### config.mk
export PLATFORM = sky130hd
export DESIGN_NAME = instr_utlb
export DESIGN_NICKNAME = d
export VERILOG_FILES = /design/src/rtl/utlb_pkg.sv /design/src/rtl/utlb_match.sv /design/src/rtl/utlb_lru.sv /design/src/rtl/utlb_refill.sv /design/src/rtl/instr_utlb.sv
export SDC_FILE = /design/constraint.sdc
export NUM_CORES = 1
export LEC_CHECK = 0
export ABC_AREA = 1
export ABC_CLOCK_PERIOD_IN_PS = 4500
export BUFFER_PORTS_ARGS = -buffer_cell sky130_fd_sc_hd__buf_4
export CAP_MARGIN = 20
export CORE_ASPECT_RATIO = 2
export CORE_UTILIZATION = 55
export DETAILED_ROUTE_END_ITERATION = 10
export GPL_TIMING_DRIVEN = 1
export PLACE_DENSITY_LB_ADDON = 0.05
export SYNTH_ARGS = -nofsm -noshare
export SYNTH_HDL_FRONTEND = slang
export SYNTH_SLANG_ARGS = --single-unit
### constraint.sdc
create_clock -name clk -period 4.5 [get_ports clk]
set_clock_uncertainty 0.15 [all_clocks]
set_input_delay 0.225 -clock clk [delete_from_list [all_inputs] [get_ports clk]]
set_output_delay 0.225 -clock clk [all_outputs]
set_load 0.02 [all_outputs]
### src/rtl/utlb_pkg.sv
package utlb_pkg;
  parameter int VPN_W   = 20;
  parameter int ASID_W  = 8;
  parameter int PFN_W   = 24;
  parameter int MASK_W  = 12;
  parameter int ATTR_W  = 3;
  parameter int ENTRIES = 2;
  localparam int IDX_W  = (ENTRIES > 1) ? $clog2(ENTRIES) : 1;

  typedef struct packed {
    logic              valid;
    logic              glob;
    logic [VPN_W-1:0]  vpn;
    logic [ASID_W-1:0] asid;
    logic [PFN_W-1:0]  pfn;
    logic [ATTR_W-1:0] attr;
  } slot_t;

  // Narrow a large-page frame to the 4KB frame holding the page number.
  function automatic logic [PFN_W-1:0] frame_4k(
    input logic [PFN_W-1:0]  pfn,
    input logic [VPN_W-1:0]  vpn,
    input logic [MASK_W-1:0] mask
  );
    logic [PFN_W-1:0] m;
    logic [PFN_W-1:0] low;
    m   = PFN_W'(mask);
    low = PFN_W'(vpn[MASK_W-1:0]) & m;
    return (pfn & ~m) | low;
  endfunction

  function automatic logic tag_hit(
    input slot_t             s,
    input logic [VPN_W-1:0]  vpn,
    input logic [ASID_W-1:0] asid
  );
    return s.valid && (s.vpn == vpn) && (s.glob || (s.asid == asid));
  endfunction
endpackage

### src/rtl/utlb_match.sv
module utlb_match
  import utlb_pkg::*;
(
  input  slot_t             slot,
  input  logic [VPN_W-1:0]  vpn,
  input  logic [ASID_W-1:0] asid,
  output logic              match
);
  assign match = tag_hit(slot, vpn, asid);
endmodule

### src/rtl/utlb_lru.sv
module utlb_lru
  import utlb_pkg::*;
(
  input  logic               clk,
  input  logic               rst_n,
  input  logic               hit_any,
  input  logic [IDX_W-1:0]   hit_idx,
  input  logic               fill_fire,
  input  logic [IDX_W-1:0]   fill_idx,
  input  logic [ENTRIES-1:0] valid_vec,
  output logic [IDX_W-1:0]   victim
);
  logic [IDX_W-1:0] lru_q;

  always_ff @(posedge clk or negedge rst_n) begin
    if (!rst_n)         lru_q <= '0;
    else if (fill_fire) lru_q <= ~fill_idx;
    else if (hit_any)   lru_q <= ~hit_idx;
  end

  // Free slots first, lowest index wins; otherwise the least recently used.
  always_comb begin
    victim = lru_q;
    for (int i = ENTRIES - 1; i >= 0; i--) begin
      if (!valid_vec[i]) victim = IDX_W'(i);
    end
  end

  assert_lru_moves_R6: assert property (@(posedge clk) disable iff (!rst_n)
    (hit_any && !fill_fire) |=> (!(&valid_vec) || (victim != $past(hit_idx))));
endmodule

### src/rtl/utlb_refill.sv
module utlb_refill
  import utlb_pkg::*;
(
  input  logic              clk,
  input  logic              rst_n,
  input  logic              miss,
  input  logic              flush,
  input  logic              fill_valid,
  input  logic [VPN_W-1:0]  vpn,
  input  logic [ASID_W-1:0] asid,
  output logic              req,
  output logic [VPN_W-1:0]  req_vpn,
  output logic [ASID_W-1:0] req_asid,
  output logic              fill_fire
);
  typedef enum logic {ST_IDLE, ST_WAIT} st_e;
  st_e st_q;

  assign req       = (st_q == ST_WAIT);
  assign fill_fire = req && fill_valid && !flush;

  always_ff @(posedge clk or negedge rst_n) begin
    if (!rst_n) begin
      st_q     <= ST_IDLE;
      req_vpn  <= '0;
      req_asid <= '0;
    end else if (st_q == ST_WAIT) begin
      if (flush || fill_valid) st_q <= ST_IDLE;
    end else if (miss) begin
      st_q     <= ST_WAIT;
      req_vpn  <= vpn;
      req_asid <= asid;
    end
  end

  assert_req_hold_R4: assert property (@(posedge clk) disable iff (!rst_n)
    (req && !fill_valid && !flush) |=> (req && $stable(req_vpn) && $stable(req_asid)));
  assert_req_drop_R5: assert property (@(posedge clk) disable iff (!rst_n)
    fill_fire |=> !req);
  assert_req_cancel_R7: assert property (@(posedge clk) disable iff (!rst_n)
    (req && flush) |=> !req);
endmodule

### src/rtl/instr_utlb.sv
module instr_utlb
  import utlb_pkg::*;
(
  input  logic              clk,
  input  logic              rst_n,
  input  logic              lookup_valid,
  input  logic [VPN_W-1:0]  lookup_vpn,
  input  logic [ASID_W-1:0] cur_asid,
  input  logic              jtlb_write,
  output logic              hit,
  output logic [PFN_W-1:0]  hit_frame,
  output logic [ATTR_W-1:0] hit_attr,
  output logic              stall,
  output logic              refill_req,
  output logic [VPN_W-1:0]  refill_vpn,
  output logic [ASID_W-1:0] refill_asid,
  input  logic              refill_valid,
  input  logic [PFN_W-1:0]  refill_pfn,
  input  logic [MASK_W-1:0] refill_mask,
  input  logic              refill_global,
  input  logic [ATTR_W-1:0] refill_attr
);
  slot_t              slot_q [ENTRIES];
  logic [ENTRIES-1:0] match_vec;
  logic [ENTRIES-1:0] valid_vec;
  logic [ASID_W-1:0]  asid_q;
  logic               asid_chg;
  logic               flush;
  logic               hit_any;
  logic [IDX_W-1:0]   hit_idx;
  logic [IDX_W-1:0]   victim;
  logic               fill_fire;
  logic               miss;
  slot_t              new_slot;

  // Identifier tracking: a change flushes at the end of the cycle it appears.
  always_ff @(posedge clk or negedge rst_n) begin
    if (!rst_n) asid_q <= '0;
    else        asid_q <= cur_asid;
  end
  assign asid_chg = (cur_asid != asid_q);
  assign flush    = jtlb_write || asid_chg;

  for (genvar g = 0; g < ENTRIES; g++) begin : g_slot
    utlb_match u_match (
      .slot  (slot_q[g]),
      .vpn   (lookup_vpn),
      .asid  (cur_asid),
      .match (match_vec[g])
    );
    assign valid_vec[g] = slot_q[g].valid;

    always_ff @(posedge clk or negedge rst_n) begin
      if (!rst_n)                                   slot_q[g] <= '0;
      else if (flush)                               slot_q[g].valid <= 1'b0;
      else if (fill_fire && (victim == IDX_W'(g)))  slot_q[g] <= new_slot;
    end
  end

  always_comb begin
    hit_idx = '0;
    for (int i = 0; i < ENTRIES; i++) begin
      if (match_vec[i]) hit_idx = IDX_W'(i);
    end
  end

  assign hit_any   = lookup_valid && (|match_vec);
  assign miss      = lookup_valid && !hit_any;
  assign hit       = hit_any;
  assign stall     = miss;
  assign hit_frame = hit_any ? slot_q[hit_idx].pfn  : '0;
  assign hit_attr  = hit_any ? slot_q[hit_idx].attr : '0;

  always_comb begin
    new_slot.valid = 1'b1;
    new_slot.glob  = refill_global;
    new_slot.vpn   = refill_vpn;
    new_slot.asid  = refill_asid;
    new_slot.pfn   = frame_4k(refill_pfn, refill_vpn, refill_mask);
    new_slot.attr  = refill_attr;
  end

  utlb_refill u_refill (
    .clk        (clk),
    .rst_n      (rst_n),
    .miss       (miss),
    .flush      (flush),
    .fill_valid (refill_valid),
    .vpn        (lookup_vpn),
    .asid       (cur_asid),
    .req        (refill_req),
    .req_vpn    (refill_vpn),
    .req_asid   (refill_asid),
    .fill_fire  (fill_fire)
  );

  utlb_lru u_lru (
    .clk       (clk),
    .rst_n     (rst_n),
    .hit_any   (hit_any),
    .hit_idx   (hit_idx),
    .fill_fire (fill_fire),
    .fill_idx  (victim),
    .valid_vec (valid_vec),
    .victim    (victim)
  );

  assert_single_match_R10: assert property (@(posedge clk) disable iff (!rst_n)
    $onehot0(match_vec));
  assert_flush_empties_R7: assert property (@(posedge clk) disable iff (!rst_n)
    flush |=> (valid_vec == '0));
  assert_fill_lands_R5: assert property (@(posedge clk) disable iff (!rst_n)
    fill_fire |=> (valid_vec != '0));
  assert_asid_flush_R8: assert property (@(posedge clk) disable iff (!rst_n)
    (cur_asid != asid_q) |=> !refill_req || $past(!refill_req));
endmodule

==> metrics.md <==
| Metric | Value |
|---|---|
| Fin Setup TNS | `0 ns` |
| Die area | `0.0153 mm2` |
| Fraction of registers with async set/reset | `1.00` |
| Die Y | `174 um` |
| Drt pass-1 iters | `7` |
| N_diodes | `0` |
| Design area | `0.0101 mm2` |
| I/O pin count | `131` |
| Internal | `0.00240 W` |
| Vias | `7305` |
| Clock Power Share | `0.435` |
| Yosys warnings | `0` |
| Mapped cell area | `0.00811 mm2` |
| Maxcap violations | `0` |
| Post-synthesis register bit count | `152` |
| Simple-gate share of the synthesized area | `0.279` |
| Main combinational cell family by area after synthesis | `simple AND/OR/NAND/NOR gates` |
| Iteration-0 DRC Markers | `390` |
| Switching power | `0.000963 W` |
| Detailed placement HPWL | `15.0 mm` |
| Initial antenna violation count | `0` |
| Worst-path clk slew | `0.07 ns` |
| TritonCTS Buffers | `17` |
| Root Driver | `clkbuf_16` |
| Synth-to-layout area growth | `24.1%` |
| Xor/xnor share of the synthesized area | `0.0162` |
| FILL cells | `1234` |
| CTS tree | `yes` |
| Crit-path slowest cell | `dlygate4sd3_1` |
| Synthesized area per cell | `7.48 um2` |
| Fin crit share | `0.719` |
| Tmin final | `3.24 ns` |
| Synth Area in Adders | `0` |
| Sw Share | `0.287` |
| Multiplexer share of the synthesized area | `0` |
| RePlAce Congestion | `0.974` |
| Most common cell type on the critical path | `nand2_1` |
| Rows | `62` |
| Fraction of layout cells with a size suffix above 1 | `0.185` |
| Cell variety after synth | `34` |
| PortBufs | `130` |
| Crit. End Element | `output port` |
| CP top delay family | `buffers and inverters` |
| Post-CTS sizing | `0` |
| Routed Antenna Nets | `0` |
| Most frequent cells in the layout | `401 x nand2_1, 152 x dfrtp_1, 137 x buf_4` |
| Worst vdd ir | `0.225 mV` |
| GRT Util Overall | `0.308` |
| Grt total ovfl | `0` |
| Startpoint type of the worst setup path | `primary input` |
| Pwr Density | `334 mW/mm2` |
| Most common flop cell mapped by yosys | `dfrtp_1` |
| Largest net degree at the start of global routing | `88` |
| Unrepaired setup endpoints after global routing | `no` |
| Total number of H-tree levels | `4` |
| Hold Crit Class | `in -> reg` |
| Post-synthesis compound-gate area fraction | `0.113` |
| Worst Tran Pin Value | `0.836 ns` |
| LEAKAGE | `5.02 nW` |
| Core Region | `0.0144 mm2` |
| Run status | `finished, final reports clean` |
| Fmax | `309 MHz` |
| Syn Inst Count | `1084` |
| Worst-path cell chain | `dlygate4sd3_1 > buf_4 > inv_1 > nand2_1 > nand2_1 > nor2_1 > nand2_1 > o21bai_1 > nand3_1 > buf_4 > nand2_1 > nand2_1 > buf_4 > a21oi_1 > buf_4` |
| Flop pwr share | `0.434` |
| DP Area | `0.00894 mm2` |
| Crit path arrival time | `2.86 ns` |
| First-pass GRT wire length | `35.6 mm` |
| Via density | `5.12` |
| R2r setup slk | `1.86 ns` |
| Syn nets | `1157` |
| Die Wd | `87.9 um` |
| Commonest non-fill, non-tap cell in the layout | `nand2_1` |
| Max-slew headroom | `0.442` |
| Post-synth EDFFs | `0` |
| Fin nets | `1294` |
| CP peak stage delay | `0.53 ns` |
| Final Setup Violations | `0` |
| Worst EP required | `4.12 ns` |
| Crit path buffers/inverters | `6` |
| TritonCTS Sinks | `152` |
| Drc violations | `0` |
| Comb power frac | `0.131` |
| Final Hold Vio Count | `0` |
| Max-slew violations | `0` |
| Critical Path Fanout Max | `29` |
| Clock latency on the worst-skew pair | `0.42 ns` |
| Initial Util | `0.565` |
| Worst Path Class, Setup | `in -> out` |
| Drt wl/cell | `15.4 um` |
| Sequential element share of the synthesized area | `0.469` |
| Drt total wl | `21.9 mm` |
| Vias in the first global route | `7414` |
| Clock buffer depth | `2` |
-- layer usage --
| metal | global-route usage | up-vias | share of wire |
|---|---|---|---|
| met5 | 0 | - | 0 |
| met4 | 0.172 | 0 | 0.050 |
| met2 | 0.549 | 219 | 0.54 |
| met3 | 0.0395 | 75 | 0.033 |
| li1 | - | 3618 | - |
| met1 | 0.341 | 3393 | 0.37 |
-- state kept, by name, summed over array words and instances, names as in the netlist --
signal             count
u_refill.req_asid      8
u_refill.req_vpn      20
u_lru.lru_q            1
asid_q                 8
u_refill.req           1
slot_q               114
-- cells in the mapped netlist, drive strengths merged, types with 3 or more instances --
cell type	n	area (um2)
nand2	426	1660
dfrtp	152	3800
inv	136	510
o21ai	129	721
buf	61	438
nor2	58	238
nand4	35	219
a21oi	31	155
nand3	15	80.1
clkbuf	12	47.6
xnor2	12	105
xor2	3	26.3
-- kinds of logic (layout without fill, tap and decap cells) --
| kind of cell | Yosys count | after routing |
|---|---|---|
| AOI/OAI and AO/OA | 166 | 166 |
| xor gates and xnor gates | 15 | 15 |
| buffers and inverters | 209 | 359 |
| DFF | 152 | 152 |
| and+or+nand+nor | 542 | 542 |
-- cell type report --
type	instances	area [um2]	area share
Tap cell	192	240	0.0239
Clock buffer	17	425	0.0423
Inverter	136	510	0.0507
Clock inverter	15	181	0.0180
Timing Repair Buffer	191	1580	0.157
Multi-Input combinational cell	723	3320	0.330
Sequential cell	152	3800	0.378
-- worst register-to-register path: stages (launching register included) --
cell,delay (ns)
dfrtp_1,0.40
nand2_1,0.08
o21ai_1,0.08
nor2_2,0.12
nand2_2,0.09
nor3b_4,0.29
nand3_4,0.52
buf_4,0.51
nand2_1,0.15
o21ai_0,0.10
-- metrics by stage --
step                       util  worst slack [ns]  hold WS, ns  std cells  power, W
final                     0.701              1.26      0.00678       1426   0.00336
after global routing      0.701              1.11      0.00917       1426   0.00348
after CTS                 0.701              1.27     0.000591       1426   0.00337
after detailed placement  0.623              1.82        0.188       1342   0.00189
after global placement    0.623              1.85        0.187       1342   0.00188
after floorplan               -              2.41       -0.221       1084   0.00173
-- timing repair --
action / 4_1_cts / 5_1_grt
hold buffers: 52 / 0
endpoints found under the hold margin: 158 / 0
buffers inserted: 0 / 0
-- power by group through the flow --
stage,Clock [W],Combinational (W),Sequential (W)
CTS,0.00147,0.000442,0.00146
detailed placement,0,0.000403,0.00148
floorplan,0,0.000254,0.00147
global route,0.00153,0.000486,0.00147
global placement,0,0.000400,0.00148
finish,0.00146,0.000441,0.00146
-- final timing paths --
check	from	end	depth (start not counted)
max	cur_asid[5]	hit_attr[2]	15
max in group asynchronous	rst_n	slot_q[38]	3
max reg2reg	asid_q[0]	slot_q[37]	9
min reg2reg	slot_q[20]	slot_q[20]	2
min	refill_mask[4]	slot_q[64]	4
min in group asynchronous	rst_n	u_refill.req_vpn[15]	2
(Power assumes the default switching activity.)
